==> src/rtl/dtm_pkg.sv <==
package dtm_pkg;
    typedef enum logic [1:0] {
        ST_NORMAL  = 2'd0,
        ST_ACQUIRE = 2'd1,
        ST_BOTH    = 2'd2,
        ST_XFER    = 2'd3
    } dtm_state_e;
endpackage

==> src/rtl/dtm_scan.sv <==
module dtm_scan #(
    parameter int ADDR_W = 10
) (
    input  logic              clk,
    input  logic              rst,
    input  logic              restart,
    output logic              phase,
    output logic [ADDR_W-1:0] cnt,
    output logic              wrap_half,
    output logic              wrap_full,
    output logic              sweep_sync
);
    localparam int IDX_W = ADDR_W - 1;
    localparam logic [ADDR_W-1:0] CNT_ONE = ADDR_W'(1);

    // last write phase of a half scan / of a full pass
    assign wrap_half = phase && (&cnt[IDX_W-1:0]);
    assign wrap_full = phase && (&cnt);

    always_ff @(posedge clk) begin
        if (rst || restart) begin
            phase      <= 1'b0;
            cnt        <= '0;
            sweep_sync <= 1'b0;
        end else begin
            phase      <= ~phase;
            sweep_sync <= wrap_half;
            if (phase) begin
                cnt <= cnt + CNT_ONE;
            end
        end
    end

    // sync is a single-clock pulse
    a_r6_sync_single: assert property (@(posedge clk) disable iff (rst)
        sweep_sync |=> !sweep_sync);
endmodule

==> src/rtl/dtm_seq.sv <==
module dtm_seq
    import dtm_pkg::*;
(
    input  logic       clk,
    input  logic       rst,
    input  logic       store_btn,
    input  logic       clear_btn,
    input  logic       wrap_full,
    input  logic       wrap_half,
    output dtm_state_e state,
    output logic       restart,
    output logic       xfer_done
);
    dtm_state_e state_n;
    logic       store_q;
    logic       rel_pend;
    logic       store_rise;
    logic       store_fall;

    assign store_rise = store_btn && !store_q;
    assign store_fall = !store_btn && store_q;

    // next-state and transition outputs
    always_comb begin
        state_n = state;
        unique case (state)
            ST_NORMAL: begin
                if (store_rise)     state_n = ST_BOTH;
                else if (clear_btn) state_n = ST_ACQUIRE;
            end
            ST_ACQUIRE: begin
                if (store_rise) state_n = ST_BOTH;
            end
            ST_BOTH: begin
                if (wrap_full && (rel_pend || store_fall)) state_n = ST_XFER;
            end
            ST_XFER: begin
                if (wrap_half) state_n = ST_BOTH;
            end
        endcase
    end

    assign restart = (state_n != state);

    // state register
    always_ff @(posedge clk) begin
        if (rst) begin
            state     <= ST_NORMAL;
            store_q   <= 1'b0;
            rel_pend  <= 1'b0;
            xfer_done <= 1'b0;
        end else begin
            state     <= state_n;
            store_q   <= store_btn;
            rel_pend  <= (state == ST_BOTH) && (state_n == ST_BOTH)
                         && (rel_pend || store_fall);
            xfer_done <= (state == ST_XFER) && (state_n == ST_BOTH);
        end
    end

    // the done pulse coincides with the return to both-traces display
    a_r11_done_in_both: assert property (@(posedge clk) disable iff (rst)
        xfer_done |-> (state == ST_BOTH && $past(state) == ST_XFER));
endmodule

==> src/rtl/dtm_path.sv <==
module dtm_path
    import dtm_pkg::*;
#(
    parameter int ADDR_W = 10,
    parameter int DATA_W = 8
) (
    input  logic              clk,
    input  logic              rst,
    input  dtm_state_e        state,
    input  logic              phase,
    input  logic [ADDR_W-1:0] cnt,
    input  logic              clear_btn,
    input  logic              blank_btn,
    input  logic [DATA_W-1:0] adc_data,
    input  logic [DATA_W-1:0] mem_rdata,
    output logic [ADDR_W-1:0] mem_addr,
    output logic [DATA_W-1:0] mem_wdata,
    output logic              mem_we
);
    localparam int IDX_W = ADDR_W - 1;

    logic              sel_lsb;
    logic [DATA_W-1:0] hold_q;

    always_comb begin
        sel_lsb   = 1'b1;
        mem_we    = 1'b0;
        mem_wdata = adc_data;
        unique case (state)
            ST_NORMAL: begin
                sel_lsb = 1'b1;
            end
            ST_ACQUIRE: begin
                sel_lsb = 1'b1;
                mem_we  = phase;
            end
            ST_BOTH: begin
                sel_lsb = blank_btn ? 1'b1 : ~cnt[ADDR_W-1];
                if (clear_btn) begin
                    mem_wdata = '0;
                    mem_we    = phase && sel_lsb;
                end
            end
            ST_XFER: begin
                sel_lsb   = ~phase;
                mem_wdata = hold_q;
                mem_we    = phase;
            end
        endcase
    end

    assign mem_addr = {cnt[IDX_W-1:0], sel_lsb};

    always_ff @(posedge clk) begin
        if (rst) begin
            hold_q <= '0;
        end else if (state == ST_XFER && !phase) begin
            hold_q <= mem_rdata;
        end
    end

    // writes only in the write phase
    a_r3_we_write_phase: assert property (@(posedge clk) disable iff (rst)
        mem_we |-> phase);
    // clear writes zeros to refresh addresses only
    a_r7_clear_zero_odd: assert property (@(posedge clk) disable iff (rst)
        (state == ST_BOTH && mem_we) |-> (mem_wdata == '0 && mem_addr[0]));
    // transfer writes land on stored-trace addresses
    a_r10_xfer_even_write: assert property (@(posedge clk) disable iff (rst)
        (state == ST_XFER && mem_we) |-> !mem_addr[0]);
endmodule

==> src/rtl/dtm_ctrl.sv <==
module dtm_ctrl
    import dtm_pkg::*;
#(
    parameter int ADDR_W = 10,
    parameter int DATA_W = 8
) (
    input  logic              clk,
    input  logic              rst,
    input  logic              store_btn,
    input  logic              clear_btn,
    input  logic              blank_btn,
    input  logic [DATA_W-1:0] adc_data,
    input  logic [DATA_W-1:0] mem_rdata,
    output logic [ADDR_W-1:0] mem_addr,
    output logic [DATA_W-1:0] mem_wdata,
    output logic              mem_we,
    output logic              mem_phase,
    output logic              fast_sweep,
    output logic              sweep_sync,
    output logic              xfer_done,
    output logic [1:0]        seq_state
);
    dtm_state_e        state;
    logic              restart;
    logic              phase;
    logic [ADDR_W-1:0] cnt;
    logic              wrap_half;
    logic              wrap_full;

    dtm_seq u_seq (
        .clk       (clk),
        .rst       (rst),
        .store_btn (store_btn),
        .clear_btn (clear_btn),
        .wrap_full (wrap_full),
        .wrap_half (wrap_half),
        .state     (state),
        .restart   (restart),
        .xfer_done (xfer_done)
    );

    dtm_scan #(.ADDR_W(ADDR_W)) u_scan (
        .clk        (clk),
        .rst        (rst),
        .restart    (restart),
        .phase      (phase),
        .cnt        (cnt),
        .wrap_half  (wrap_half),
        .wrap_full  (wrap_full),
        .sweep_sync (sweep_sync)
    );

    dtm_path #(.ADDR_W(ADDR_W), .DATA_W(DATA_W)) u_path (
        .clk       (clk),
        .rst       (rst),
        .state     (state),
        .phase     (phase),
        .cnt       (cnt),
        .clear_btn (clear_btn),
        .blank_btn (blank_btn),
        .adc_data  (adc_data),
        .mem_rdata (mem_rdata),
        .mem_addr  (mem_addr),
        .mem_wdata (mem_wdata),
        .mem_we    (mem_we)
    );

    assign mem_phase  = phase;
    assign fast_sweep = (state == ST_BOTH);
    assign seq_state  = state;

    // a transfer pass begins at counter zero in the read phase
    a_r9_xfer_entry: assert property (@(posedge clk) disable iff (rst)
        (state == ST_XFER && $past(state) == ST_BOTH) |-> (cnt == '0 && !phase));
endmodule

==> config.mk <==
export PLATFORM = sky130hd
export DESIGN_NAME = dtm_ctrl
export DESIGN_NICKNAME = d
export VERILOG_FILES = /design/src/rtl/dtm_pkg.sv /design/src/rtl/dtm_scan.sv /design/src/rtl/dtm_seq.sv /design/src/rtl/dtm_path.sv /design/src/rtl/dtm_ctrl.sv
export SDC_FILE = /design/constraint.sdc
export NUM_CORES = 1
export LEC_CHECK = 0
export CORE_ASPECT_RATIO = 0.75
export CORE_MARGIN = 1.5
export CORE_UTILIZATION = 47
export CTS_BUF_LIST = sky130_fd_sc_hd__clkbuf_16
export DETAILED_ROUTE_END_ITERATION = 12
export GPL_TIMING_DRIVEN = 0
export HOLD_SLACK_MARGIN = 0.05
export PLACE_DENSITY = 0.85
export SYNTH_ARGS = -nofsm -noshare
export SYNTH_HDL_FRONTEND = slang
export SYNTH_SLANG_ARGS = --single-unit
==> constraint.sdc <==
create_clock -name clk -period 4.25 [get_ports clk]
set_input_delay 0.425 -clock clk [delete_from_list [all_inputs] [get_ports clk]]
set_output_delay 0.425 -clock clk [all_outputs]
set_load 0.005 [all_outputs]
==> metrics.md <==
| Metric | Value |
|---|---|
| GRT Util Overall | `a little over a fifth` |
| Starting Density | `approximately half` |
| Final setup violating endpoints | `0` |
| R2r startpoint | `u_scan.cnt[2]` |
| Vias in the first global route | `1124` |
| Worst Hold End | `u_path.hold_q[5]` |
| Required @ worst endpoint | `3.83 ns` |
| Yosys top cell area share | `between 30% and 40%` |
| Grt ovf | `0` |
| Clk buf depth | `2` |
| Crit path max fanout | `8` |
| Area delta synth->final | `44.3%` |
| Die extent in y | `48.5 um` |
| Design area | `1870 um2` |
| Inserted Clock Buffers | `3` |
| CTS Sinks | `25` |
| Distinct cells, synth | `36` |
| DR iter-0 viols | `82` |
| Cell-internal power | `0.428 mW` |
| Lkg Pwr | `0.757 nW` |
| Unrepaired setup endpoints after global routing | `no` |
| Via Count | `approximately 1200` |
| Synth Register Bits | `25` |
| GP Congestion | `0.803` |
| Root Driver | `clkbuf_16` |
| DRC Markers | `0` |
| Clock transition at path regs | `around 0.06 ns` |
| Total iterations of the first detailed-routing run | `5` |
| Setup TNS | `0 ns` |
| Worst reg2reg setup slack | `2.35 ns` |
| Slew HR | `58.1%` |
| Post-layout min period | `roughly 2.6 ns` |
| Final #Nets | `221` |
| Post-CTS setup buffer count | `0` |
| Fmax | `381 MHz` |
| Post-detail-place hpwl | `between 2 and 2.5 mm` |
| First-pass GRT wire length | `5.17 mm` |
| Fin crit share | `61.7%` |
| Final Max Tran Viols | `0` |
| Comb pwr share | `18.4%` |
| Most frequent cells in the layout | `clkdlybuf4s50_1, dfxtp_1, nand2_1, a21oi_1, buf_4` |
| Number of port buffers | `45` |
| Worst-path cell chain | `clkdlybuf4s50_1 > o21ai_1 > a22o_1 > clkdlybuf4s50_1` |
| Worst-Skew Late Latency | `0.26 ns` |
| Antenna Cells | `0` |
| Top delay family on crit path | `buffers and inverters` |
| Crit path capture type | `primary output` |
| Synthesis Warnings | `0` |
| H-Tree Level Count | `1` |
| Number of gates resized after cts | `0` |
| Seq pwr share | `44.4%` |
| Die area | `3090 um2` |
| Switching Share | `22.9%` |
| Peak supply drop | `0.000178 V` |
| Cell depth of the worst hold path | `2` |
| Total Wirelength | `~3.2 mm` |
| Syn_nets | `171` |
| Synth top area cells | `dfxtp_1, a21oi_1, buf_4` |
| Reg-to-reg endpoint | `u_seq.state[0]` |
| CTS tree | `built` |
| Width of the die | `63.6 um` |
| Most common cell after layout, fill and taps aside | `clkdlybuf4s50_1` |
| Initial antenna violation count | `0` |
| Worst path most repeated cell | `clkdlybuf4s50_1` |
| Syn Inst Count | `148` |
| Sequential area share after synthesis | `38.6%` |
| R2r worst-path depth | `8` |
| Row count | `16` |
| # IOs | `46` |
| Setup CP Type | `primary input to primary output` |
| Mapped Area | `about 1300 um2` |
| Min-Delay Path Class | `register to register` |
| Arr. time, crit path | `roughly 2.2 ns` |
| Mean post-synth cell area | `8.76 um2` |
| Psw | `0.127 mW` |
| Status | `complete, no violations` |
| Ratio of cells with drive above 1 in the final layout | `between 10% and 20%` |
| Hold Buf Count CTS | `0` |
| Max-cap violation count | `0` |
| DP Area | `around 1800 um2` |
| Crit path largest cell delay | `0.55 ns` |
| CORE AREA | `roughly 2600 um2` |
| Vias/cell | `5.24` |
| ANT nets after route | `0` |
| Area leader, netlist | `dfxtp_1` |
| Power share of the clock group | `37.2%` |
| Worst-Margin Slew | `0.624 ns` |
| Critical Path Start | `clear_btn` |
| Final core utilization | `71.3%` |
| Final Hold Violating Endpoints | `0` |
| Worst setup SP type | `primary input` |
| Pin count of the biggest net entering global routing | `14` |
| Hold Path Origin | `u_path.hold_q[5]` |
| WL/cell | `approximately 14 um` |
| Buffers & Inverters on Critical Path | `2` |
| Slowest library cell on the worst path | `o21ai_1` |
| Power Dens Cells | `297 nW/um2` |
| Clock Skew | `0.00229 ns` |
[layer usage]
layer	wire length, um	GRT usage [%]	up-vias
met5	0	0	-
met4	38	6.16	0
met3	155	4.88	4
met2	1570	35.6	50
met1	1480	27.9	564
li1	-	-	602
[final cells by class]
| type | count | area [um2] |
|---|---|---|
| Timing Repair Buffer | 45 | 450 |
| Tap cell | 36 | 45.0 |
| Buffer | 18 | 153 |
| Inverter | 3 | 11.3 |
| Sequential cell | 25 | 500 |
| Clock buffer | 3 | 75.1 |
| Clock inverter | 1 | 3.75 |
| Fill cell | 200 | 752 |
| Multi-Input combinational cell | 102 | 632 |
[power by group through the flow]
stage               clock [mW]  sequential [mW]  combinational (mW)
floorplan                    0            0.251              0.0492
global placement             0            0.251              0.0981
detailed placement           0            0.252               0.100
CTS                      0.207            0.247               0.101
global route             0.217            0.248               0.110
finish                   0.206            0.247               0.102
[tightest hold or removal path, cell delays in order, from the launching register on]
cell     delay [ns]
dfxtp_1        0.31
nand2_1        0.05
a21oi_1        0.05
[flip-flops by register name (all words and copies together), names as in the netlist]
signal / cells
u_scan.cnt: 10
u_path.hold_q: 8
u_seq.state: 2
u_scan.phase: 1
u_scan.sweep_sync: 1
u_seq.rel_pend: 1
u_seq.store_q: 1
u_seq.xfer_done: 1
[per-stage QoR]
stage | hold slack [ns] | instances | power [mW] | setup WS [ns]
after floorplan | 0.437 | 148 | 0.300 | 2.65
after global placement | 0.443 | 229 | 0.349 | 1.72
after detailed placement | 0.448 | 229 | 0.353 | 1.65
after CTS | 0.457 | 233 | 0.555 | 1.64
after global routing | 0.479 | 233 | 0.575 | 1.50
final | 0.456 | 233 | 0.555 | 1.63
[cell usage after synthesis]
master     number
xnor2_1         1
nand2_1        22
nand4_1         2
ha_1            2
o21ai_0         4
nand3_1         3
a22o_1          8
and2_1          1
nor2b_1         4
nand4_4         1
clkbuf_8        2
nor3_1          1
and3_1          2
nand2b_1        3
o2111ai_1       1
clkbuf_1        1
nor2_1          5
o21bai_1        1
o21ai_1         1
nor3b_1         1
a31oi_1         1
inv_1           3
buf_2           1
and3b_1         1
and4_4          1
o31ai_1         1
buf_6           3
and2b_2         1
a21oi_1        22
xor2_1          7
buf_4          11
a2bb2oi_1       1
o21ai_2         1
dfxtp_1        25
and3b_2         1
mux2i_1         2
[logic make-up (layout without fill, tap and decap cells)]
group,Yosys count,after routing,synth area share [%]
simple gates,49,49,20.4
xor+xnor,8,8,5.41
fa+ha+maj,2,2,1.93
mux,2,2,1.54
compound gates,41,41,19.5
flops,25,25,38.6
buf+inv,21,70,12.6
[worst max-delay path by stage]
| stage | to | depth (start not counted) |
|---|---|---|
| floorplan | u_seq.state[0] | 8 |
| CTS | mem_wdata[0] | 4 |
| detailed placement | mem_wdata[0] | 4 |
| global placement | mem_wdata[0] | 4 |
| global route | mem_wdata[0] | 4 |
| finish | mem_wdata[0] | 4 |
(Power assumes the default switching activity.)
